File: src/rtl/pmc_pkg.sv
package pmc_pkg;
  localparam int SPR_W   = 10;
  localparam int NUM_CNT = 4;
  localparam int SEL_W   = 7;

  localparam logic [SPR_W-1:0] A_CTL0  = 10'd952;
  localparam logic [SPR_W-1:0] A_CNT1  = 10'd953;
  localparam logic [SPR_W-1:0] A_CNT2  = 10'd954;
  localparam logic [SPR_W-1:0] A_CTL1  = 10'd956;
  localparam logic [SPR_W-1:0] A_CNT3  = 10'd957;
  localparam logic [SPR_W-1:0] A_CNT4  = 10'd958;
  localparam logic [SPR_W-1:0] A_UCTL0 = 10'd936;
  localparam logic [SPR_W-1:0] A_UCTL1 = 10'd940;

  localparam logic [SEL_W-1:0] SEL_CYC = 7'd1;
  localparam logic [SEL_W-1:0] SEL_ALT = 7'd11;
endpackage

File: src/rtl/pmc_regs.sv
module pmc_regs
  import pmc_pkg::*;
#(
  parameter int DATA_W = 32
) (
  input  logic                              clk_i,
  input  logic                              rst_ni,
  input  logic [SPR_W-1:0]                  addr_i,
  input  logic [DATA_W-1:0]                 wdata_i,
  input  logic                              we_i,
  input  logic [NUM_CNT-1:0][DATA_W-1:0]    cnt_i,
  output logic [NUM_CNT-1:0]                cnt_we_o,
  output logic [NUM_CNT-1:0][SEL_W-1:0]     sel_o,
  output logic                              en_c1_o,
  output logic                              en_sh_o,
  output logic                              active_o,
  output logic [DATA_W-1:0]                 rdata_o
);
  localparam int C1_W = 10;

  logic [DATA_W-1:0] ctl0_q;
  logic [C1_W-1:0]   ctl1_q;
  logic [DATA_W-1:0] ctl1_rd;

  always_ff @(posedge clk_i or negedge rst_ni) begin
    if (!rst_ni) begin
      ctl0_q <= '0;
      ctl1_q <= '0;
    end else if (we_i) begin
      if (addr_i == A_CTL0) ctl0_q <= wdata_i;
      if (addr_i == A_CTL1) ctl1_q <= wdata_i[C1_W-1:0];
    end
  end

  assign ctl1_rd = {{(DATA_W-C1_W){1'b0}}, ctl1_q};

  assign cnt_we_o[0] = we_i && (addr_i == A_CNT1);
  assign cnt_we_o[1] = we_i && (addr_i == A_CNT2);
  assign cnt_we_o[2] = we_i && (addr_i == A_CNT3);
  assign cnt_we_o[3] = we_i && (addr_i == A_CNT4);

  // field positions are decoded by the counters, keep them fixed
  assign sel_o[0] = ctl0_q[12:6];
  assign sel_o[1] = {1'b0, ctl0_q[5:0]};
  assign sel_o[2] = {2'b0, ctl1_q[9:5]};
  assign sel_o[3] = {2'b0, ctl1_q[4:0]};
  assign en_sh_o  = ctl0_q[14];
  assign en_c1_o  = ctl0_q[15];
  assign active_o = (ctl0_q != '0) || (ctl1_q != '0);

  always_comb begin
    unique case (addr_i)
      A_CTL0, A_UCTL0: rdata_o = ctl0_q;
      A_CTL1, A_UCTL1: rdata_o = ctl1_rd;
      A_CNT1:          rdata_o = cnt_i[0];
      A_CNT2:          rdata_o = cnt_i[1];
      A_CNT3:          rdata_o = cnt_i[2];
      A_CNT4:          rdata_o = cnt_i[3];
      default:         rdata_o = '0;
    endcase
  end

  a_r4_alias_no_write: assert property (@(posedge clk_i) disable iff (!rst_ni)
    (we_i && (addr_i == A_UCTL0 || addr_i == A_UCTL1)) |=> ($stable(ctl0_q) && $stable(ctl1_q)));
endmodule

File: src/rtl/pmc_counter.sv
module pmc_counter
  import pmc_pkg::*;
#(
  parameter int CNT_W   = 32,
  parameter int EVT_W   = 8,
  parameter bit HAS_ALT = 1'b0
) (
  input  logic              clk_i,
  input  logic              rst_ni,
  input  logic              active_i,
  input  logic [SEL_W-1:0]  sel_i,
  input  logic [EVT_W-1:0]  cyc_i,
  input  logic [EVT_W-1:0]  alt_i,
  input  logic              we_i,
  input  logic [CNT_W-1:0]  wdata_i,
  output logic [CNT_W-1:0]  cnt_o
);
  logic [EVT_W-1:0] inc;
  logic [CNT_W-1:0] cnt_q;

  always_comb begin
    if (sel_i == SEL_CYC)                  inc = cyc_i;
    else if (HAS_ALT && sel_i == SEL_ALT)  inc = alt_i;
    else                                   inc = '0;
  end

  always_ff @(posedge clk_i or negedge rst_ni) begin
    if (!rst_ni)       cnt_q <= '0;
    else if (we_i)     cnt_q <= wdata_i;
    else if (active_i) cnt_q <= cnt_q + {{(CNT_W-EVT_W){1'b0}}, inc};
  end

  assign cnt_o = cnt_q;

  a_r9_write_wins: assert property (@(posedge clk_i) disable iff (!rst_ni)
    we_i |=> cnt_o == $past(wdata_i));
  a_r8_idle_hold: assert property (@(posedge clk_i) disable iff (!rst_ni)
    (!active_i && !we_i) |=> $stable(cnt_o));
  a_r7_sel_off_hold: assert property (@(posedge clk_i) disable iff (!rst_ni)
    (!we_i && sel_i == '0) |=> $stable(cnt_o));
endmodule

File: src/rtl/pmc_req.sv
module pmc_req
  import pmc_pkg::*;
(
  input  logic               clk_i,
  input  logic               rst_ni,
  input  logic               active_i,
  input  logic               en_c1_i,
  input  logic               en_sh_i,
  input  logic [NUM_CNT-1:0] msb_i,
  input  logic               ack_i,
  output logic               req_o
);
  logic cond, req_q;

  assign cond = active_i && ((en_c1_i && msb_i[0]) || (en_sh_i && (|msb_i[NUM_CNT-1:1])));

  always_ff @(posedge clk_i or negedge rst_ni) begin
    if (!rst_ni) req_q <= 1'b0;
    else         req_q <= cond || (req_q && !ack_i);
  end

  assign req_o = req_q;

  a_r13_sticky: assert property (@(posedge clk_i) disable iff (!rst_ni)
    (req_o && !ack_i) |=> req_o);
  a_r13_ack_clear: assert property (@(posedge clk_i) disable iff (!rst_ni)
    (ack_i && !cond) |=> !req_o);
  a_r11_rise_cause: assert property (@(posedge clk_i) disable iff (!rst_ni)
    (!req_o && !cond) |=> !req_o);
endmodule

File: src/rtl/perf_mon_ctr.sv
module perf_mon_ctr
  import pmc_pkg::*;
#(
  parameter int DATA_W = 32,
  parameter int EVT_W  = 8
) (
  input  logic              clk_i,
  input  logic              rst_ni,
  input  logic [SPR_W-1:0]  spr_addr_i,
  input  logic [DATA_W-1:0] spr_wdata_i,
  input  logic              spr_we_i,
  output logic [DATA_W-1:0] spr_rdata_o,
  input  logic [EVT_W-1:0]  evt_cyc_i,
  input  logic [EVT_W-1:0]  evt_ldst_i,
  input  logic [EVT_W-1:0]  evt_fp_i,
  input  logic              pm_ack_i,
  output logic              pm_req_o
);
  logic [NUM_CNT-1:0][DATA_W-1:0] cnt;
  logic [NUM_CNT-1:0]             cnt_we;
  logic [NUM_CNT-1:0][SEL_W-1:0]  sel;
  logic [NUM_CNT-1:0][EVT_W-1:0]  alt;
  logic [NUM_CNT-1:0]             msb;
  logic                           en_c1, en_sh, active;

  assign alt[0] = '0;
  assign alt[1] = evt_ldst_i;
  assign alt[2] = evt_fp_i;
  assign alt[3] = '0;

  pmc_regs #(.DATA_W(DATA_W)) u_regs (
    .clk_i    (clk_i),
    .rst_ni   (rst_ni),
    .addr_i   (spr_addr_i),
    .wdata_i  (spr_wdata_i),
    .we_i     (spr_we_i),
    .cnt_i    (cnt),
    .cnt_we_o (cnt_we),
    .sel_o    (sel),
    .en_c1_o  (en_c1),
    .en_sh_o  (en_sh),
    .active_o (active),
    .rdata_o  (spr_rdata_o)
  );

  for (genvar i = 0; i < NUM_CNT; i++) begin : g_cnt
    pmc_counter #(
      .CNT_W   (DATA_W),
      .EVT_W   (EVT_W),
      .HAS_ALT ((i == 1) || (i == 2))
    ) u_cnt (
      .clk_i    (clk_i),
      .rst_ni   (rst_ni),
      .active_i (active),
      .sel_i    (sel[i]),
      .cyc_i    (evt_cyc_i),
      .alt_i    (alt[i]),
      .we_i     (cnt_we[i]),
      .wdata_i  (spr_wdata_i),
      .cnt_o    (cnt[i])
    );
    assign msb[i] = cnt[i][DATA_W-1];
  end

  pmc_req u_req (
    .clk_i    (clk_i),
    .rst_ni   (rst_ni),
    .active_i (active),
    .en_c1_i  (en_c1),
    .en_sh_i  (en_sh),
    .msb_i    (msb),
    .ack_i    (pm_ack_i),
    .req_o    (pm_req_o)
  );
endmodule

File: config.mk
export PLATFORM = sky130hd
export DESIGN_NAME = perf_mon_ctr
export DESIGN_NICKNAME = d
export VERILOG_FILES = /design/src/rtl/pmc_pkg.sv /design/src/rtl/pmc_regs.sv /design/src/rtl/pmc_counter.sv /design/src/rtl/pmc_req.sv /design/src/rtl/perf_mon_ctr.sv
export SDC_FILE = /design/constraint.sdc
export NUM_CORES = 1
export LEC_CHECK = 0
export ABC_AREA = 1
export BUFFER_PORTS_ARGS = -buffer_cell sky130_fd_sc_hd__buf_4
export CELL_PAD_IN_SITES_DETAIL_PLACEMENT = 0
export CELL_PAD_IN_SITES_GLOBAL_PLACEMENT = 1
export CORE_MARGIN = 5
export CORE_UTILIZATION = 44
export CTS_BUF_LIST = sky130_fd_sc_hd__clkbuf_8
export DETAILED_ROUTE_END_ITERATION = 8
export PLACE_DENSITY = 0.86
export SYNTH_ARGS = -nofsm -noshare
export SYNTH_HDL_FRONTEND = slang
export SYNTH_SLANG_ARGS = --single-unit
File: constraint.sdc
create_clock -name clk_i -period 3.1 [get_ports clk_i]
set_clock_uncertainty 0.15 [all_clocks]
set_input_delay 0.155 -clock clk_i [delete_from_list [all_inputs] [get_ports clk_i]]
set_output_delay 0.155 -clock clk_i [all_outputs]
set_load 0.01 [all_outputs]
-- After elaboration in Yosys (flattened, before gate mapping)
Cells that the tools add are included.
Widths: inputs -> output; s select.
- add/sub/neg operators: 4
- multiplexer cells: 15
- reduce and logical (&&, ||, !) cells: 23
- equal/unequal tests: 14
- operator list (kind ; count):
    $mux 32 ; 8
    $pmux 32 s6 ; 1
    $add 32x8->32 ; 4
    $eq 10x10->1 const B ; 8
    $mux 8 ; 6
    $reduce_bool 32->1 ; 1
    $eq 5x1->1 const B ; 2
    $reduce_bool 10->1 ; 1
    $logic_and 1x1->1 ; 8
    $reduce_bool 2->1 ; 4
    $eq 7x1->1 const B ; 1
    $eq 6x1->1 const B ; 1
    $eq 6x4->1 const B ; 1
    $eq 5x4->1 const B ; 1
    $reduce_and 2->1 ; 2
    $reduce_or 2->1 ; 2
    $logic_or 1x1->1 ; 3
    $reduce_or 3->1 ; 1
    $logic_not 1->1 ; 1
- input bits: 70
- output and inout bits: 33
- register bits: 171
- word-level logic and storage cells: 63

-- Depth between registers and ports, before layout
Gate-level depths: netlist of the first run.
- word-level depth: 6
- gate-level depth with buffers: 18
- gate-level depth less buffers: 18

-- Modules after synthesis
Synthesis of the first run repeated with hierarchy kept, for this count alone.
- cell total of the unflattened synthesis: 2263
- area, all modules: 14468.9 sq um
- by module, submodules not included (module ; cells an instance ; area an instance (sq um) ; times used):
    pmc_counter (g_cnt[1].u_cnt ...) ; 416 ; 2713.9 ; 2
    pmc_counter (g_cnt[0].u_cnt ...) ; 397 ; 2605.0 ; 2
    pmc_regs ; 625 ; 3764.9 ; 1
    pmc_req ; 11 ; 62.6 ; 1
    perf_mon_ctr ; 1 ; 3.8 ; 1

-- Worst setup path after synthesis of the first run
OpenSTA, ideal clock, no wires.
- kind: reg2reg
- from: register u_regs.ctl0_q[3]
- to: register g_cnt[1].u_cnt.cnt_q[28]
- slack: 0.266 ns
- required time: 2.833 ns
- library setup time: 0.117 ns
- clock period less this slack: 2.834 ns
- stages on the path, launching flop included: 18
- path buffers: 0
- data arrival time: 2.567 ns
- path through: dfrtp_1 > or2_1 > nor2_1 > nand2_1 > o22ai_1 > ha_1 > inv_1 > fa_1 > inv_1 > nand3_1 > nand3_1 > nand2_1 > a21boi_0 > nand2_1 > nand2_1 > nand2_1 > nand2_1 > nand2_1
- longest elaborated chain between the ends: 6
- elaborated cells between the ends (all ways): 10
- classes of those cells: add/sub: 1; eq/ne: 2; mux: 4; reduce/logical: 3
- RTL lines (what ; RTL line ; text):
    start, declared ; pmc_regs.sv:21 ; logic [DATA_W-1:0] ctl0_q;
    start signal, assigned ; pmc_regs.sv:30 ; if (addr_i == A_CTL0) ctl0_q <= wdata_i;
    $eq 6x4->1 ; pmc_counter.sv:23 ; else if (HAS_ALT && sel_i == SEL_ALT) inc = alt_i;
    $mux 8 ; pmc_counter.sv:23 ;
    $mux 8 ; pmc_counter.sv:22 ; if (sel_i == SEL_CYC) inc = cyc_i;
    $add 32x8->32 ; pmc_counter.sv:30 ; else if (active_i) cnt_q <= cnt_q + {{(CNT_W-EVT_W){1'b0}}, inc};
    $mux 32 ; pmc_counter.sv:30 ;
    $mux 32 ; pmc_counter.sv:29 ; else if (we_i) cnt_q <= wdata_i;
    end signal, assigned ; pmc_counter.sv:29 ;
    end signal, assigned ; pmc_counter.sv:30 ;
    end, declared ; pmc_counter.sv:19 ; logic [CNT_W-1:0] cnt_q;
Parallel ways exist; a longest one is shown, timed or not. The select of a mux whose other input is x is not followed.
A chain may end at the register's enable or synchronous reset.

-- Final worst setup path of the first run
- from: register u_regs.ctl0_q[11]
- to: register g_cnt[0].u_cnt.cnt_q[9]
- longest elaborated chain between the ends: 5
- elaborated cells between the ends (all ways): 8
- classes of those cells: add/sub: 1; eq/ne: 1; mux: 3; reduce/logical: 3
- RTL lines (what ; RTL line):
    $eq 7x1->1 ; pmc_counter.sv:22
    $mux 8 ; pmc_counter.sv:22
    $add 32x8->32 ; pmc_counter.sv:30
    $mux 32 ; pmc_counter.sv:30
    $mux 32 ; pmc_counter.sv:29
    end signal, assigned ; pmc_counter.sv:29
    end signal, assigned ; pmc_counter.sv:30
    end, declared ; pmc_counter.sv:19
Parallel ways exist; a longest one is shown, timed or not. The select of a mux whose other input is x is not followed.

==> metrics.cfg, run 1 <==
[timing]
hold_viol_final = 0
post-route-period-util = 0.949
fin_tns_setup_ns = 0
max_slew_margin = 0.502
fin_crit_ns = 2.94
rsz0062_at_grt = false
setup_viol = 0
max_freq_mhz = 340
worst_pin_slew_ns = 0.747
finalMaxSlewViolations = 0

[worst_hold_path]
hp-class = input pin to flip-flop
min_from = evt_fp_i[0]

[synthesis]
synth.mux.area_fraction = 0.0165
synth_edf_count = 0
synthAdderAreaFrac = 0.0336
synth_top_area_share = 0.299
ys_seq_area_frac = 0.299
syn_nets = 2468
synth_cell_types = 41
synth-seq-cells = 171
syn_area_sq_um = 14300
synthFlopType = dfrtp_1
synth-simple-area-share = 0.470
synth_top_family_by_area = simple AND/OR/NAND/NOR gates
synth_xor_xnor_area_share = 0.0220
synth_compound_area_frac = 0.0476
postSynthAreaPerCell_sq_um = 6.06
ys_warn_count = 0
synth_largest_area_cell = dfrtp_1
synthCells = 2362
yosys-top-cells-area = dfrtp_1 30%, nand2_1 25%, nand3_1 9.2%
ys_async_sr_fraction = 1.00

[detailed_routing]
viasPerCell = 5.42
vias = 16000
drc_errors = 0
firstDrtPassIters = 6
first_iter_violations = 1465
wl_per_cell_um = 19.5
drt-total-wl_mm = 57.3
ant_nets = 0

[final_layout]
final_area_sq_um = 16400
finalNetCount = 2594
layout_common_cells = 965 x nand2_1, 319 x inv_1, 261 x nand3_1, 171 x dfrtp_1, 169 x nor2_1
area_growth_pct = 14.7
final_common_cell = nand2_1
multi_input_area_sq_um = 8460
drive_gt1_frac = 0.0960
n_fill_cell = 3404
diodes = 0
seq_area_sq_um = 4280

[clock_network]
max-clock-path-buffers = 2
cts-htree-levels = 4
cts-root-buf = clkbuf_8
clkLatencyLatePin_ns = 0.50
cts.sinks = 171
cts_tree = done
cts_inserted_buffers = 17
path_clk_slew_ns = 0.11

[worst_setup_path]
worstReg2RegStart = u_regs.ctl0_q[11]
crit_fanout = 7
critical_path_required_ns = 3.35
crit_start = u_regs.ctl0_q[11]
cp_data_arrival_time_ns = 3.19
crit_path_start_kind = flip-flop
path_class = flip-flop to flip-flop
crit_path_end_kind = flip-flop

[power_and_ir_drop]
cellPowerDensity_nw_per_um2 = 361
peakVddDrop_mv = 0.273
p_total_mw = 5.93
leakage_nw = 8.81

[status]
status = completed

[global_route]
grt-ovfl-total = 0
grt_pass1_vias = 15100
antenna_found_initial = 0
gr-usage-all-layers = 0.314
grt_max_degree = 66
grt_pass1_wl_mm = 87.4

[floorplan]
die_h_um = 190
die_area_sq_um = 36200
io_pins = 103
num_rows = 66
core_sq_um = 32300
dieWidth_um = 190
start_util = 0.443

[placement]
place_hpwl_mm = 43.5
io_buffer_count = 102
gp_congestion = 0.974
placed_cell_area_sq_um = 15600

[flow_run]
cap_violations = 0

==> layout make-up <==
cell class	count	share of cell area
clock inverters	14	0.0118
repair buffers	175	0.0870
well taps	442	0.0337
flip-flops and latches	171	0.261
inverters	333	0.0761
clock buffers	18	0.0151
multi-input cells	1790	0.516
==> critical path, cell delays in order, from the launching register on <==
cell and delay [ns]:
dfrtp_1 0.41, nor2_1 0.13, nand3_1 0.11, nand3b_1 0.24, buf_4 0.20, nor2_1 0.12, ha_1 0.29, nand2_1 0.14
inv_1 0.04, a21boi_0 0.35, nand3_1 0.31, xor2_1 0.22, nand2_1 0.07, nand3_1 0.07
==> power by group <==
group / internal (mW) / switching, mW / total [mW] / leakage, nW
clock: 0.904 / 0.980 / 1.88 / 0.218
sequential: 2.46 / 0.309 / 2.77 / 2.29
combinational: 0.471 / 0.807 / 1.28 / 6.30
total: 3.84 / 2.10 / 5.93 / 8.81
==> logic make-up after synthesis <==
logic type / count (synthesis)
AOI/OAI and AO/OA: 122
adders and majority gates: 36
DFF: 171
muxes: 21
xor gates and xnor gates: 36
buffers and inverters: 401
and+or+nand+nor: 1575
==> path summary, 6_finish.rpt <==
check / cells after the start / slack [ns] / to
max: 13 / 0.16 / g_cnt[0].u_cnt.cnt_o[9]
min: 6 / 0.04 / g_cnt[2].u_cnt.cnt_o[0]
max reg2reg: 13 / 0.16 / g_cnt[0].u_cnt.cnt_o[9]
min reg2reg: 2 / 0.35 / u_regs.ctl0_q[8]
max in group asynchronous: 3 / 1.91 / g_cnt[2].u_cnt.cnt_o[22]
min in group asynchronous: 2 / 0.09 / g_cnt[1].u_cnt.cnt_o[5]
==> per-stage QoR <==
step                utilization  hold WS (ns)  setup WS [ns]  instances
finish                    0.508        0.0370          0.158       2943
global placement          0.482        0.0769          0.181       2873
CTS                       0.507       0.00357          0.114       2939
detailed placement        0.482        0.0770          0.126       2873
floorplan                     -        -0.291          0.266       2362
global route              0.508        0.0557        0.00192       2943
==> layer usage <==
metal	track usage	vias up	part of all wire
met5	0	-	0
met4	0.105	0	0.034
met3	0.0674	108	0.096
met2	0.501	696	0.45
met1	0.425	7424	0.42
li1	-	7735	-
==> registers in the layout (all words and copies together), names as in the netlist <==
name	count
u_regs.ctl0_q	32
g_cnt.u_cnt.cnt_o	128
u_regs.ctl1_q	10
u_req.req_o	1
==> synth_stat cells (4+ instances only) <==
library cell / number
o22ai_1: 37
mux2_2: 21
buf_2: 29
nor2_1: 170
nor3_1: 36
clkbuf_1: 20
xnor2_1: 7
nand4_1: 94
ha_1: 32
dfrtp_1: 171
buf_1: 8
or2_2: 8
nand2_1: 968
a21oi_1: 36
fa_1: 4
nor2_4: 7
nand3b_1: 13
xor2_1: 29
o21ai_0: 40
nand3_1: 262
inv_2: 12
buf_4: 8
inv_1: 319
==> repair_timing <==
item	4_1_cts	5_1_grt
buffers inserted	0	4
gates resized for setup	0	10
hold buffers	34	0
hold endpoints to repair	231	0
endpoints found under the setup margin	0	33
No activity file was read; power rests on OpenSTA's default activity.
==> run 2: changes to the inputs <==
Settings changed: CELL_PAD_IN_SITES_DETAIL_PLACEMENT 0 to not set, CELL_PAD_IN_SITES_GLOBAL_PLACEMENT 1 to not set, CORE_UTILIZATION 44 to 55, PLACE_DENSITY 0.86 to 0.77, REMOVE_ABC_BUFFERS set to 1.
==> metrics.cfg, run 2 (synthesis gave the netlist of run 1 again) <==
[worst_setup_path]
rrSetupSlack_ns = 0.14  ; -0.02 ns
path_class = flip-flop to flip-flop
worstReg2RegStart = u_regs.ctl0_q[2]
timing.rr.end = g_cnt[1].u_cnt.cnt_o[23]
crit_fanout = 6  ; -1
critical_path_required_ns = 3.34  ; about the same
crit_path_start_kind = flip-flop
crit_start = u_regs.ctl0_q[2]
crit_path_end_kind = flip-flop
cp_data_arrival_time_ns = 3.21  ; +0.02 ns
reg2regPathDepth = 15  ; +2
endpoint = g_cnt[1].u_cnt.cnt_o[23]

[placement]
gp_congestion = 1.01  ; +3.2%
io_buffer_count = 102  ; unchanged
place_hpwl_mm = 41.7  ; -4.1%

[timing]
post-route-period-util = 0.956  ; +0.00668
max_freq_mhz = 338  ; -0.70%
finalMaxSlewViolations = 0  ; unchanged
worst_pin_slew_ns = 0.852  ; +0.106 ns
fin_crit_ns = 2.96  ; +0.0207 ns
fin_tns_setup_ns = 0  ; unchanged
max_slew_margin = 0.431  ; -0.0710
hold_viol_final = 0  ; unchanged
setup_viol = 0  ; unchanged

[detailed_routing]
firstDrtPassIters = 7  ; +1
viasPerCell = 5.79  ; +6.8%
first_iter_violations = 1947  ; +33%
vias = 16500  ; +3.1%
drc_errors = 0  ; unchanged
drt-total-wl_mm = 55.4  ; -3.3%
wl_per_cell_um = 19.5  ; +0.18%
ant_nets = 0  ; unchanged

[clock_network]
max-clock-path-buffers = 2  ; unchanged
cts-root-buf = clkbuf_8
cts_inserted_buffers = 17  ; unchanged
cts-htree-levels = 4  ; unchanged
cts_tree = done
path_clk_slew_ns = 0.11  ; about the same
clkLatencyLatePin_ns = 0.49  ; about the same
cts.sinks = 171  ; unchanged

[global_route]
grt_pass1_wl_mm = 84.5  ; -3.3%
grt-ovfl-total = 0  ; unchanged
antenna_found_initial = 1  ; +1
gr-usage-all-layers = 0.372  ; +0.0581
grt_pass1_vias = 15400  ; +1.7%
grt_max_degree = 55  ; -17%

[floorplan]
start_util = 0.554  ; +0.111
num_rows = 59  ; -11%
io_pins = 103  ; unchanged
core_sq_um = 25800  ; -20%
dieWidth_um = 171  ; -10%
die_h_um = 171  ; -10%
die_area_sq_um = 29300  ; -19%

[worst_hold_path]
hp-class = input pin to asynchronous set/reset pin

[power_and_ir_drop]
swShare = 0.362  ; +0.00896
power_frac_comb = 0.220  ; +0.005
power_frac_seq = 0.475  ; +0.008
p_total_mw = 5.84  ; -1.6%
cellPowerDensity_nw_per_um2 = 357  ; -1.2%
internal-power_mw = 3.72  ; -3.0%
netSwitchingPower_mw = 2.11  ; +0.89%
peakVddDrop_mv = 0.316  ; +16%
clkPwrFrac = 0.305  ; -0.013
leakage_nw = 8.84  ; +0.28%

[final_layout]
drive_gt1_frac = 0.0998  ; +0.00384
layout_common_cells = 961 x nand2_1, 319 x inv_1, 261 x nand3_1, 170 x nor2_1, 170 x dfrtp_1
final_common_cell = nand2_1
area_growth_pct = 14.2
finalNetCount = 2599  ; +0.19%
largest_reg_flops = 128  ; unchanged

[status]
status = completed

[flow_run]
cap_violations = 0  ; unchanged

[run 2: worst max-delay path, stage by stage, from the launching register on]
cell and delay (ns):
dfrtp_1 0.42, or2_1 0.26, nor2_1 0.10, nand2_1 0.12, buf_4 0.19, o22ai_1 0.23, ha_1 0.30, or2_2 0.33
nand3_1 0.11, nand2_1 0.13, nand2_1 0.13, nand2_2 0.12, nand2_1 0.10, nand2_1 0.06, nand3_1 0.08, nand2_1 0.06
[run 2: how the worst min path moves through the flow]
| stage | end | cells after the start |
|---|---|---|
| 3_3_place_gp | g_cnt[1].u_cnt.cnt_o[2] | 1 |
| 3_5_place_dp | g_cnt[1].u_cnt.cnt_o[2] | 1 |
| 5_1_grt | g_cnt[1].u_cnt.cnt_o[2] | 2 |
| 2_1_floorplan | g_cnt[0].u_cnt.cnt_o[0] | 0 |
| 6_report | g_cnt[1].u_cnt.cnt_o[2] | 2 |
| 4_1_cts | g_cnt[1].u_cnt.cnt_o[2] | 2 |
[run 2: through the flow]
stage / setup slack, ns / hold WS [ns] / utilization / instance area (sq um) / instances
after global routing: -0.0392 / 0.0603 / 0.632 / 16300 / 2840
after global placement: 0.147 / 0.0151 / 0.598 / 15400 / 2765
after CTS: 0.0612 / 0.0616 / 0.628 / 16200 / 2831
after detailed placement: 0.0685 / 0.0181 / 0.598 / 15400 / 2765
after floorplan: 0.261 / -0.291 / - / 14000 / 2294
final: 0.137 / 0.0360 / 0.633 / 16300 / 2841
[run 2: what timing repair did]
item / CTS / global route
endpoints found under the setup margin: 0 / 42
hold buffers: 35 / 0
gates resized for setup: 0 / 16
hold endpoints to repair: 312 / 0
buffers inserted: 0 / 9
[run 2: routing by layer]
layer | part of all wire | GRT usage | up-vias
met5 | 0 | 0 | -
met4 | 0.039 | 0.140 | 0
met1 | 0.42 | 0.512 | 7744
met2 | 0.45 | 0.601 | 816
li1 | - | - | 7744
met3 | 0.092 | 0.0496 | 151
[run 2: final cells by class]
| cell class | instances | area (sq um) |
|---|---|---|
| fillers | 2540 | 9490 |
| multi-input cells | 1790 | 8490 |
| flip-flops and latches | 171 | 4280 |
| repair buffers | 180 | 1480 |
| inverters | 333 | 1250 |
| well taps | 335 | 419 |
| clock buffers | 19 | 262 |
| clock inverters | 12 | 156 |
| diodes | 1 | 2.50 |
[run 2: power groups by stage]
| stage | combinational (mW) | sequential (mW) | clock, mW |
|---|---|---|---|
| after floorplan | 0.783 | 2.70 | 0 |
| after global placement | 1.19 | 2.79 | 0 |
| after detailed placement | 1.21 | 2.80 | 0 |
| after CTS | 1.25 | 2.76 | 1.79 |
| after global routing | 1.41 | 2.80 | 1.87 |
| final | 1.28 | 2.77 | 1.78 |
